`src/rtl/fl5_pkg.sv`:
```
package fl5_pkg;

    localparam int GATE_W  = 8;
    localparam int LVL_W   = 3;
    localparam int MAX_LVL = 4;
    localparam int N_CAND  = 2;
    localparam int CNT_W   = $clog2(GATE_W + 1);

    typedef logic [GATE_W-1:0] gates_t;
    typedef logic [LVL_W-1:0]  lvl_t;

    typedef enum logic [2:0] {
        ST1 = 3'd0,
        ST2 = 3'd1,
        ST3 = 3'd2,
        ST4 = 3'd3,
        ST5 = 3'd4,
        ST6 = 3'd5,
        ST7 = 3'd6,
        ST8 = 3'd7
    } stage_e;

    // bit 7..0 : S1 S2 S3 S4 K1 K2 Q1 Q2
    function automatic gates_t stage_gates(input stage_e s);
        gates_t g;
        unique case (s)
            ST1: g = 8'b0100_1001;
            ST2: g = 8'b0010_0101;
            ST3: g = 8'b1000_1010;
            ST4: g = 8'b0001_0101;
            ST5: g = 8'b0100_1010;
            ST6: g = 8'b0010_0110;
            ST7: g = 8'b1000_1001;
            ST8: g = 8'b0001_0110;
            default: g = 8'b1000_1010;
        endcase
        return g;
    endfunction

    // level code: 0=-2 .. 4=+2
    function automatic lvl_t stage_level(input stage_e s);
        lvl_t l;
        unique case (s)
            ST7:      l = 3'd4;
            ST1, ST2: l = 3'd3;
            ST3, ST4: l = 3'd2;
            ST5, ST6: l = 3'd1;
            ST8:      l = 3'd0;
            default:  l = 3'd2;
        endcase
        return l;
    endfunction

    // candidate k of a level; index 0 is always the lower-numbered stage
    function automatic stage_e level_cand(input lvl_t l, input int k);
        stage_e s;
        unique case (l)
            3'd0:    s = ST8;
            3'd1:    s = (k == 0) ? ST5 : ST6;
            3'd2:    s = (k == 0) ? ST3 : ST4;
            3'd3:    s = (k == 0) ? ST1 : ST2;
            3'd4:    s = ST7;
            default: s = ST7;
        endcase
        return s;
    endfunction

    function automatic logic [CNT_W-1:0] bit_toggles(input gates_t a, input gates_t b);
        logic [CNT_W-1:0] n;
        n = '0;
        for (int i = 0; i < GATE_W; i++) begin
            n = n + CNT_W'(a[i] ^ b[i]);
        end
        return n;
    endfunction

endpackage

```
`src/rtl/fl5_level_stepper.sv`:
```
module fl5_level_stepper
    import fl5_pkg::*;
#(
    parameter int MAX_CODE = MAX_LVL
) (
    input  lvl_t cur_lvl,
    input  lvl_t req_lvl,
    output lvl_t nxt_lvl
);

    localparam lvl_t TOP = lvl_t'(MAX_CODE);

    lvl_t req_c;

    always_comb begin
        req_c = (req_lvl > TOP) ? TOP : req_lvl;
        if (req_c > cur_lvl) begin
            nxt_lvl = cur_lvl + 3'd1;
        end else if (req_c < cur_lvl) begin
            nxt_lvl = cur_lvl - 3'd1;
        end else begin
            nxt_lvl = cur_lvl;
        end
    end

endmodule

```
`src/rtl/fl5_stage_picker.sv`:
```
module fl5_stage_picker
    import fl5_pkg::*;
#(
    parameter int NC = N_CAND
) (
    input  gates_t cur_gates,
    input  lvl_t   nxt_lvl,
    output stage_e pick
);

    stage_e           cand [NC];
    logic [CNT_W-1:0] cost [NC];

    for (genvar k = 0; k < NC; k++) begin : g_cand
        always_comb begin
            cand[k] = level_cand(nxt_lvl, k);
            cost[k] = bit_toggles(cur_gates, stage_gates(cand[k]));
        end
    end

    // strict less-than keeps the earlier (lower-numbered) candidate on a tie
    always_comb begin
        pick = cand[0];
        for (int k = 1; k < NC; k++) begin
            if (cost[k] < bit_toggles(cur_gates, stage_gates(pick))) begin
                pick = cand[k];
            end
        end
    end

endmodule

```
`src/rtl/fl5_group_monitor.sv`:
```
module fl5_group_monitor
    import fl5_pkg::*;
#(
    parameter int NGRP = 3
) (
    input  gates_t gates,
    output logic   fault
);

    localparam gates_t GMASK [3] = '{8'hF0, 8'h0C, 8'h03};

    logic [NGRP-1:0] bad;

    for (genvar g = 0; g < NGRP; g++) begin : g_grp
        assign bad[g] = ($countones(gates & GMASK[g]) != 1);
    end

    assign fault = |bad;

endmodule

```
`src/rtl/fl5_stage_seq.sv`:
```
module fl5_stage_seq
    import fl5_pkg::*;
(
    input  logic        clk,
    input  logic        rst,
    input  logic        upd,
    input  logic [2:0]  lvl_req,
    output logic [7:0]  gate_o,
    output logic [2:0]  stage_o,
    output logic        fault_o
);

    localparam stage_e RST_STAGE = ST3;

    stage_e state_q, state_d, pick;
    lvl_t   cur_lvl, nxt_lvl;
    gates_t gate_q;

    always_comb cur_lvl = stage_level(state_q);

    fl5_level_stepper #(.MAX_CODE(MAX_LVL)) u_step (
        .cur_lvl (cur_lvl),
        .req_lvl (lvl_req),
        .nxt_lvl (nxt_lvl)
    );

    fl5_stage_picker #(.NC(N_CAND)) u_pick (
        .cur_gates (gate_q),
        .nxt_lvl   (nxt_lvl),
        .pick      (pick)
    );

    // next state: raise / lower / hold on a strobe, otherwise stay
    always_comb begin
        state_d = state_q;
        if (upd) begin
            unique case (state_q)
                ST1, ST2, ST3, ST4, ST5, ST6, ST7, ST8: state_d = pick;
                default:                                state_d = RST_STAGE;
            endcase
        end
    end

    // state register
    always_ff @(posedge clk) begin
        if (rst) begin
            state_q <= RST_STAGE;
        end else begin
            state_q <= state_d;
        end
    end

    // output register: gates follow the state entered on the same edge
    always_ff @(posedge clk) begin
        if (rst) begin
            gate_q <= stage_gates(RST_STAGE);
        end else begin
            gate_q <= stage_gates(state_d);
        end
    end

    fl5_group_monitor #(.NGRP(3)) u_mon (
        .gates (gate_q),
        .fault (fault_o)
    );

    assign gate_o  = gate_q;
    assign stage_o = 3'(state_q);

endmodule

```
`config.mk`:
```
export PLATFORM = sky130hd
export DESIGN_NAME = fl5_stage_seq
export DESIGN_NICKNAME = d
export VERILOG_FILES = /design/src/rtl/fl5_pkg.sv /design/src/rtl/fl5_level_stepper.sv /design/src/rtl/fl5_stage_picker.sv /design/src/rtl/fl5_group_monitor.sv /design/src/rtl/fl5_stage_seq.sv
export SDC_FILE = /design/constraint.sdc
export NUM_CORES = 1
export LEC_CHECK = 0
export BUFFER_PORTS_ARGS = -buffer_cell sky130_fd_sc_hd__clkbuf_2
export CAP_MARGIN = 10
export CORE_UTILIZATION = 55
export CTS_CLUSTER_SIZE = 40
export DETAILED_ROUTE_END_ITERATION = 10
export MAX_ROUTING_LAYER = met4
export PLACE_DENSITY = 0.87
export SLEW_MARGIN = 5
export SYNTH_ARGS = -nofsm -noshare
export SYNTH_HDL_FRONTEND = slang
export SYNTH_SLANG_ARGS = --single-unit
```
`constraint.sdc`:
```
create_clock -name clk -period 8.5 [get_ports clk]
set_clock_uncertainty 0.1 [all_clocks]
set_input_delay 0.85 -clock clk [delete_from_list [all_inputs] [get_ports clk]]
set_output_delay 0.85 -clock clk [all_outputs]
set_load 0.05 [all_outputs]
```
; Yosys cells after proc, flatten, opt, wreduce, memory -nomap -nowiden
; Memory sizes are Yosys's and may differ from the RTL's. A register that Yosys moved wholly into a read port is not among the register bits.
; Index checks and enable logic that the tools add are counted.
; W data, S select, Z words.
[op_classes]
addsub = 21
n_mul = 0
div = 0
order_cmp = 4
eq_ne = 13
n_shift = 0
n_mux = 9
bitwise_logic = 16
n_reduce_logical = 4
[ops]
columns = op, n
row1 = $add A4 B4 Y4, 14
row2 = $add A32 B32 Y32, 1
row3 = $ne A32 B2 Y1 const B, 1
row4 = $pmux W3 S4, 2
row5 = $mux W3, 7
row6 = $xor A1 B1 Y1, 16
row7 = $eq A3 B2 Y1 const B, 4
row8 = $eq A3 B3 Y1 const B, 4
row9 = $add A1 B1 Y2, 4
row10 = $reduce_or A8 Y1, 1
row11 = $eq A3 B1 Y1 const B, 2
row12 = $logic_not A3 Y1, 2
row13 = $lt A4 B4 Y1, 1
row14 = $ne A2 B1 Y1 const B, 2
row15 = $add A3 B1 Y3 const B, 1
row16 = $gt A3 B3 Y1, 1
row17 = $gt A3 B3 Y1 const B, 1
row18 = $lt A3 B3 Y1, 1
row19 = $reduce_or A3 Y1, 1
row20 = $sub A3 B1 Y3 const B, 1
[totals]
register_bits = 3
latchBits = 0
ram_bits = 0
mem_bits_ro = 216
output_inout_bits = 12
word_cells = 72
memories = 4
[mem_list]
columns = memory, words, width, read_ports, rd_ports_with_merged_regs, wr, line_no
row1 = (no name shown), 8, 8, 1, 1, 0, fl5_pkg.sv:26  ; unique case (s)
row2 = (no name shown), 8, 8, 1, 0, 0, fl5_pkg.sv:26
row3 = (no name shown), 8, 8, 1, 0, 0, fl5_pkg.sv:26
row4 = (no name shown), 8, 3, 1, 1, 0, fl5_pkg.sv:43  ; unique case (s)

; Longest topological paths before layout
; Gate-level depths: netlist of the first run.
; An unclocked memory read counts as a cell.
[logic_depth]
ltp_word = 21
ltp_mapped = 23

; Hierarchy
; Synthesis of the first run repeated with hierarchy kept, for this count alone.
[unflattened]
hier_cells = 134
area_unflattened_um2 = 1270.0
[by_module_without_submodules]
columns = mod, instances, cells_each, area_each_um2, seq_area_each_um2
row1 = fl5_stage_picker, 1, 67, 591.8, 0.0
row2 = fl5_stage_seq, 1, 33, 406.6, 260.2
row3 = fl5_level_stepper, 1, 22, 180.2, 0.0
row4 = fl5_group_monitor, 1, 12, 91.3, 0.0

; Worst setup path before layout of the first run
; Ideal clock, no wire load.
[synth_path]
path_type = input to register
from = input lvl_req[1]
to = register gate_q[4] (netlist: gate_o[4])
arrival_time_ns = 6.141
required_ns = 8.341
setup_slack_ns = 2.200
path_stages = 22
n_path_buf = 0
path_cell_list = nor2b_1 > ha_1 > nand2b_4 > a21oi_4 > mux2i_4 > xnor2_2 > o21ai_0 > xnor2_1 > fa_1 > inv_1 > fa_1 > fa_1 > ha_1 > inv_1 > fa_1 > ha_1 > a2111oi_0 > a21oi_1 > o211a_1 > o31ai_1 > and2b_1 > and2_1
[synth_between]
elab_chain_cells = 20
[synth_lines]
columns = item, line_no
row1 = from (decl), fl5_stage_seq.sv:7  ; input logic [2:0] lvl_req,
row2 = $gt A3 B3 Y1, fl5_level_stepper.sv:16  ; req_c = (req_lvl > TOP) ? TOP : req_lvl;
row3 = $mux W3 (*), fl5_level_stepper.sv:16
row4 = $lt A3 B3 Y1, fl5_level_stepper.sv:19  ; end else if (req_c < cur_lvl) begin
row5 = $mux W3, fl5_level_stepper.sv:19
row6 = $mux W3 (*), fl5_level_stepper.sv:17  ; if (req_c > cur_lvl) begin
row7 = "$eq A3 B2 Y1, or another cell as far along", fl5_pkg.sv:57  ; unique case (l)
row8 = $pmux W3 S4, fl5_pkg.sv:57
row9 = $mem_v2 Z8 W8, n/a
row10 = $xor A1 B1 Y1, fl5_pkg.sv:72  ; n = n + CNT_W'(a[i] ^ b[i]);
row11 = $add A4 B4 Y4 (7 in series), fl5_pkg.sv:72
row12 = $lt A4 B4 Y1, fl5_stage_picker.sv:25  ; if (cost[k] < bit_toggles(cur_gates, stage_gates(pick))) begin
row13 = $mux W3 (*), fl5_stage_picker.sv:25
row14 = $mux W3 (*), fl5_stage_seq.sv:37  ; unique case (state_q)
row15 = $mux W3 (*), fl5_stage_seq.sv:36  ; if (upd) begin
row16 = to (decl), fl5_stage_seq.sv:17  ; gates_t gate_q;
; Mark *: on every way between the ends. The rest lies on a longest branch, timed or not. The select of a mux whose other input is x is not followed.
; A chain may end at the register's enable or synchronous reset.

; Worst setup path after layout of the first run
; Ends and elaborated chain as after synthesis.

==> results of run 1 <==
logic make-up after synthesis:
family                   count (synthesis)  share of synthesized area
XOR/XNOR                                22                     0.1617
multiplexers                             1                    0.01663
buffers and inverters                   26                    0.07855
flip-flops                              13                     0.1922
AND/OR/NAND/NOR                         37                     0.1581
AO/OA/AOI/OAI                           16                     0.1026
adder cells (fa/ha/maj)                 26                     0.2902
critical path: cells and delay by family:
family / cells / cell delay [ns]
buffers and inverters: 3 / 0.21
multiplexers: 1 / 0.37
XOR/XNOR: 2 / 0.43
AO/OA/AOI/OAI: 6 / 1.52
AND/OR/NAND/NOR: 4 / 0.55
adder cells (fa/ha/maj): 7 / 2.87
layout by cell type (no fill, tap or decap), types with 2 or more instances in the layout:
master	Yosys	final
nor3_1	3	3
nand3_1	2	2
nor2_1	7	7
a21oi_1	3	3
clkbuf_2	0	17
nor2b_1	3	3
dfxtp_1	13	13
and3_1	2	2
inv_1	22	22
nand2b_1	4	4
clkbuf_4	0	3
o21ai_0	4	4
xor2_1	5	5
and2_1	3	3
nand2_1	5	5
xnor2_1	15	15
fa_1	9	9
ha_1	17	17
state kept, by name, summed over array words and instances (netlist names):
signal   cells
stage_o      2
gate_o       8
cur_lvl      3
through the flow:
step / setup WS [ns] / utilization / cells / area [sq um]
4_1_cts: 1.841 / 0.6504 / 187 / 1480
3_3_place_gp: 1.864 / 0.6388 / 183 / 1454
3_5_place_dp: 1.550 / 0.6388 / 183 / 1454
5_1_grt: 1.363 / 0.6504 / 187 / 1480
6_report: 1.806 / 0.6504 / 187 / 1480
2_1_floorplan: 2.200 / - / 141 / 1354
routing by layer:
layer	vias to the layer above	global-route usage	part of all wire
li1	492	-	-
met1	480	0.2099	0.37
met2	23	0.4372	0.57
met3	6	0.02924	0.037
met4	0	0.1171	0.022
met5	-	-	0
final cells by class:
type / count / area [sq um]
tap: 28 / 35.03
timing repair buffer: 17 / 85.08
sequential: 13 / 260.3
inverter: 23 / 86.33
multi-input combinational: 102 / 987.2
clock buffer: 4 / 26.28
fill: 191 / 795.8
path summary, 6_finish.rpt:
path,from,slack [ns],end
worst max-delay path,lvl_req[1],1.81,gate_o[4]
worst min-delay path,stage_o[1],0.54,gate_o[4]
worst max register to register,cur_lvl[2],2.09,gate_o[4]
worst min register to register,stage_o[1],0.54,gate_o[4]
==> results.sh, run 1 <==
export IMPL_die_width_microns=51.62
export IMPL_area_growth_pct=9.335
export IMPL_worstPathArrival_ns=6.82
export IMPL_tightest_slew_ns=0.5459
export IMPL_cts_resized=0
export IMPL_hold_path_class="register to register"
export IMPL_synthFlopType="dfxtp_1"
export IMPL_dieArea_sq_mm=0.002664
export IMPL_end_kind="register"
export IMPL_finalSetupViolations=0
export IMPL_fmax_mhz=149.4
export IMPL_cts_sinks=13
export IMPL_fp_dieH_microns=51.62
export IMPL_cts_made_buffers=3
export IMPL_drtAntennaViolNets=0
export IMPL_synth_top_cell_by_area="dfxtp_1"
export IMPL_dr_pass1_iters=4
export IMPL_async_reset_ff_frac=0
export IMPL_netlist_top_cells_count="22 x inv_1, 17 x ha_1, 15 x xnor2_1, 13 x dfxtp_1, 9 x fa_1"
export IMPL_drive_above_1_share=0.2075
export IMPL_clk_latency_ns=0.28
export IMPL_grt_pass1_wl_microns=4160
export IMPL_cts_clk_slew_worst_paths_ns=0.07
export IMPL_required_ns=8.62
export IMPL_synth_top_cell_area_share=0.1922
export IMPL_start_util=0.5948
export IMPL_clock_root_buffer="clkbuf_4"
export IMPL_drv_cap=0
export IMPL_ys_warn_count=0
export IMPL_min_period_over_period=0.7875
export IMPL_coreArea_sq_mm=0.002276
export IMPL_drv_slew=0
export IMPL_synth_cell_type_count=39
export IMPL_postCtsHoldBufs=0
export IMPL_synthTopCellsByArea="dfxtp_1 19%, ha_1 16%, fa_1 13%, xnor2_1 9.7%, inv_1 6.1%"
export IMPL_path_cells="clkbuf_2 > nor2b_1 > ha_1 > nand2b_4 > a21oi_4 > mux2i_4 > xnor2_2 > o21ai_0 > xnor2_1 > fa_1 > inv_1 > fa_1 > fa_1 > ha_1 > inv_1 > fa_1 > ha_1 > a2111oi_0 > a21oi_1 > o211a_1 > o31ai_1 > and2b_1 > and2_1"
export IMPL_place_congestion=0.8907
export IMPL_drt_total_wl_microns=2569
export IMPL_max_slew_margin=0.6336
export IMPL_track_usage=0.2243
export IMPL_ys_seq_area_frac=0.1922
export IMPL_overflow=0
export IMPL_syn_inst=141
export IMPL_fp_row_count=17
export IMPL_grt_pass1_vias=1013
export IMPL_avgSynthCellArea_sq_um=9.601
export IMPL_cts_max_level=1
export IMPL_yosysMostFrequentCell="inv_1"
export IMPL_nNetsFinal=192
export IMPL_hold_depth=3
export IMPL_ios=18
export IMPL_status="complete, no violations"
export IMPL_synth_nets=173
export IMPL_hold_viol_final=0
export IMPL_post_cts_setup_buffers=0
export IMPL_crit_type="primary input to register"
export IMPL_drt_iter0_drc=21
export IMPL_vias=1001
export IMPL_place_port_buffers=17
export IMPL_hpwl_microns=2200
export IMPL_final_min_clock_period_ns=6.694
export IMPL_startpoint_type="primary input"
export IMPL_synth_edff_count=0
export IMPL_synth_area_sq_mm=0.001354
export IMPL_slowest_stage="fa_1"
export IMPL_antenna_found_initial=0
export IMPL_cts_tree="done"
export IMPL_grt_max_degree=8
export IMPL_r2r_cells=22
export IMPL_holdWs_ns=0.5367
export IMPL_setup_tns_ns=0
export IMPL_avgRoutedWirePerCell_microns=13.74
export IMPL_drc_errors=0
export IMPL_cts_buffer_depth=2
export IMPL_vias_per_cell=5.353
export IMPL_insertedDiodeCount=0
export IMPL_worst_path_max_fanout=7
export IMPL_crit_top_cell="fa_1"
export IMPL_ys_ff_latch=13
export IMPL_cp_slowest_stage_delay_ns=0.57
export IMPL_rsz0062_at_grt="no"
Power of run 1 is not shown: default switching activity piles up to over one toggle a cycle in this logic, so the estimate is an artifact.
==> run 2, diff against run 1 <==
Clock period 8.5 ns to 6.2 ns, I/O delays scaled along.
==> run 2 against run 1 <==
Net effect: design area is 16% higher; sequential share of layout area is 2.4 points lower; critical path type is now register to register; hold slack worse by 0.047 ns; worst setup slack worse by 1.7 ns; highest routed layer unchanged; largest cell class unchanged; critical path depth is 1 higher; utilization is 10 points higher; first-iteration DRC count is 24% lower; non-clock buffer count is 16 higher; routed wire length is 26% higher; count of clock-buffer cells in the layout stayed put.
==> results.sh, run 2 (synthesized netlist as in run 1, its figures left out) <==
export IMPL_status="complete, no violations"
export IMPL_clk_latency_ns=0.27
export IMPL_start_util=0.5948
export IMPL_track_usage=0.2366
export IMPL_path_cells="inv_1 > ha_4 > nand2b_4 > a21oi_4 > mux2i_4 > buf_6 > xnor2_4 > nor2_2 > xnor2_2 > fa_1 > inv_1 > fa_1 > fa_1 > ha_2 > inv_2 > fa_1 > inv_1 > ha_1 > a2111oi_2 > a21oi_1 > o211a_1 > a221oi_4 > xnor2_2 > nor2b_1"
export IMPL_fmax_mhz=164.2
export IMPL_layout_common_cells="18 x inv_1, 16 x clkbuf_2, 15 x buf_4"
export IMPL_grt_pass1_wl_microns=4457
export IMPL_hold_path_class="primary input to register"
export IMPL_finalSetupViolations=0
export IMPL_setup_tns_ns=0
export IMPL_drv_cap=0
export IMPL_drt_total_wl_microns=3229
export IMPL_final_common_cell="inv_1"
export IMPL_startpoint_type="register"
export IMPL_clock_root_buffer="clkbuf_4"
export IMPL_cts_sinks=13
export IMPL_insertedDiodeCount=0
export IMPL_drc_errors=0
export IMPL_fp_dieH_microns=51.62
export IMPL_crit_top_cell="fa_1"
export IMPL_dr_pass1_iters=4
export IMPL_avgRoutedWirePerCell_microns=15.91
export IMPL_required_ns=6.30
export IMPL_r2r_cells=24
export IMPL_grt_pass1_vias=1046
export IMPL_grt_max_degree=8
export IMPL_worstReg2RegStart="cur_lvl[1]"
export IMPL_vias=1069
export IMPL_startpoint="cur_lvl[1]"
export IMPL_cts_made_buffers=3
export IMPL_dpl_cell_area_sq_mm=0.001544
export IMPL_cts_clk_slew_worst_paths_ns=0.07
export IMPL_cts_max_level=1
export IMPL_final_area_sq_mm=0.001710
export IMPL_worst_path_max_fanout=5
export IMPL_cts_tree="done"
export IMPL_coreArea_sq_mm=0.002276
export IMPL_path_buf_inv=5
export IMPL_drt_iter0_drc=16
export IMPL_end_kind="register"
export IMPL_vias_per_cell=5.266
export IMPL_drive_above_1_share=0.3829
export IMPL_area_growth_pct=26.34
export IMPL_min_period_over_period=0.9822
export IMPL_crit_type="register to register"
export IMPL_largest_register_ffs=8
export IMPL_cp_top_family="adder cells"
export IMPL_tightest_slew_ns=0.3865
export IMPL_ios=18
export IMPL_slowest_stage="fa_1"
export IMPL_fp_row_count=17
export IMPL_dieArea_sq_mm=0.002664
export IMPL_max_slew_margin=0.7418
export IMPL_nNetsFinal=208
export IMPL_place_port_buffers=17
export IMPL_hold_viol_final=0
export IMPL_cts_buffer_depth=2
export IMPL_overflow=0
export IMPL_hpwl_microns=2257
export IMPL_final_min_clock_period_ns=6.090
export IMPL_cp_slowest_stage_delay_ns=0.52
export IMPL_hold_depth=2
export IMPL_drtAntennaViolNets=0
export IMPL_worstPathArrival_ns=6.19
export IMPL_antenna_found_initial=0
export IMPL_die_width_microns=51.62
export IMPL_worst_r2r_setup_slack_ns=0.11
export IMPL_drv_slew=0
export IMPL_place_congestion=0.8366
export IMPL_cp_num_cells=24
export IMPL_hold_start="rst"
-- run 2: changes by cell type in the layout (fill, tap and decap cells not counted), moves of 3 or more --
cell     delta
xnor2_2     +3
buf_4      +15
inv_2       +4
inv_1       -4
xnor2_1     -3
ha_1        -4
-- run 2: final timing paths --
kind,endpoint
worst max-delay path,gate_o[0]
worst min-delay path,gate_o[0]
worst min register to register,stage_o[2]
worst max register to register,gate_o[0]
-- run 2: repair_timing --
item | CTS | global route
buffers inserted | 0 | 4
gates resized for setup | 1 | 27
setup endpoints to repair | 2 | 9
hold buffers | 0 | 0
pin swaps | 0 | 22
-- run 2: metal layers --
metal	track usage	part of all wire	routed length [microns]	up-vias
li1	-	-	-	520
met1	0.2527	0.44	1411	528
met2	0.4459	0.55	1762	19
met3	0.02339	0.014	46	2
met4	0.09009	0.0028	9	0
met5	-	0	0	-
-- run 2: final cells by class --
cell class | instances | area, sq um
multi-input cells | 102 | 1087
well taps | 28 | 35.03
repair buffers | 33 | 215.2
flip-flops and latches | 13 | 260.3
clock buffers | 4 | 26.28
fillers | 156 | 565.5
inverters | 23 | 86.33
-- run 2: per-stage QoR --
| stage | hold WS [ns] | utilization | instances | setup WS (ns) |
|---|---|---|---|---|
| floorplan | 0.5916 | - | 141 | 0.1302 |
| global placement | 0.5233 | 0.6784 | 195 | -0.05679 |
| detailed placement | 0.5272 | 0.6784 | 195 | -0.2754 |
| CTS | 0.4790 | 0.6921 | 199 | 0.05964 |
| global route | 0.4941 | 0.7515 | 203 | -0.09583 |
| finish | 0.4894 | 0.7515 | 203 | 0.1103 |
Power of run 2 is left out for the same reason.
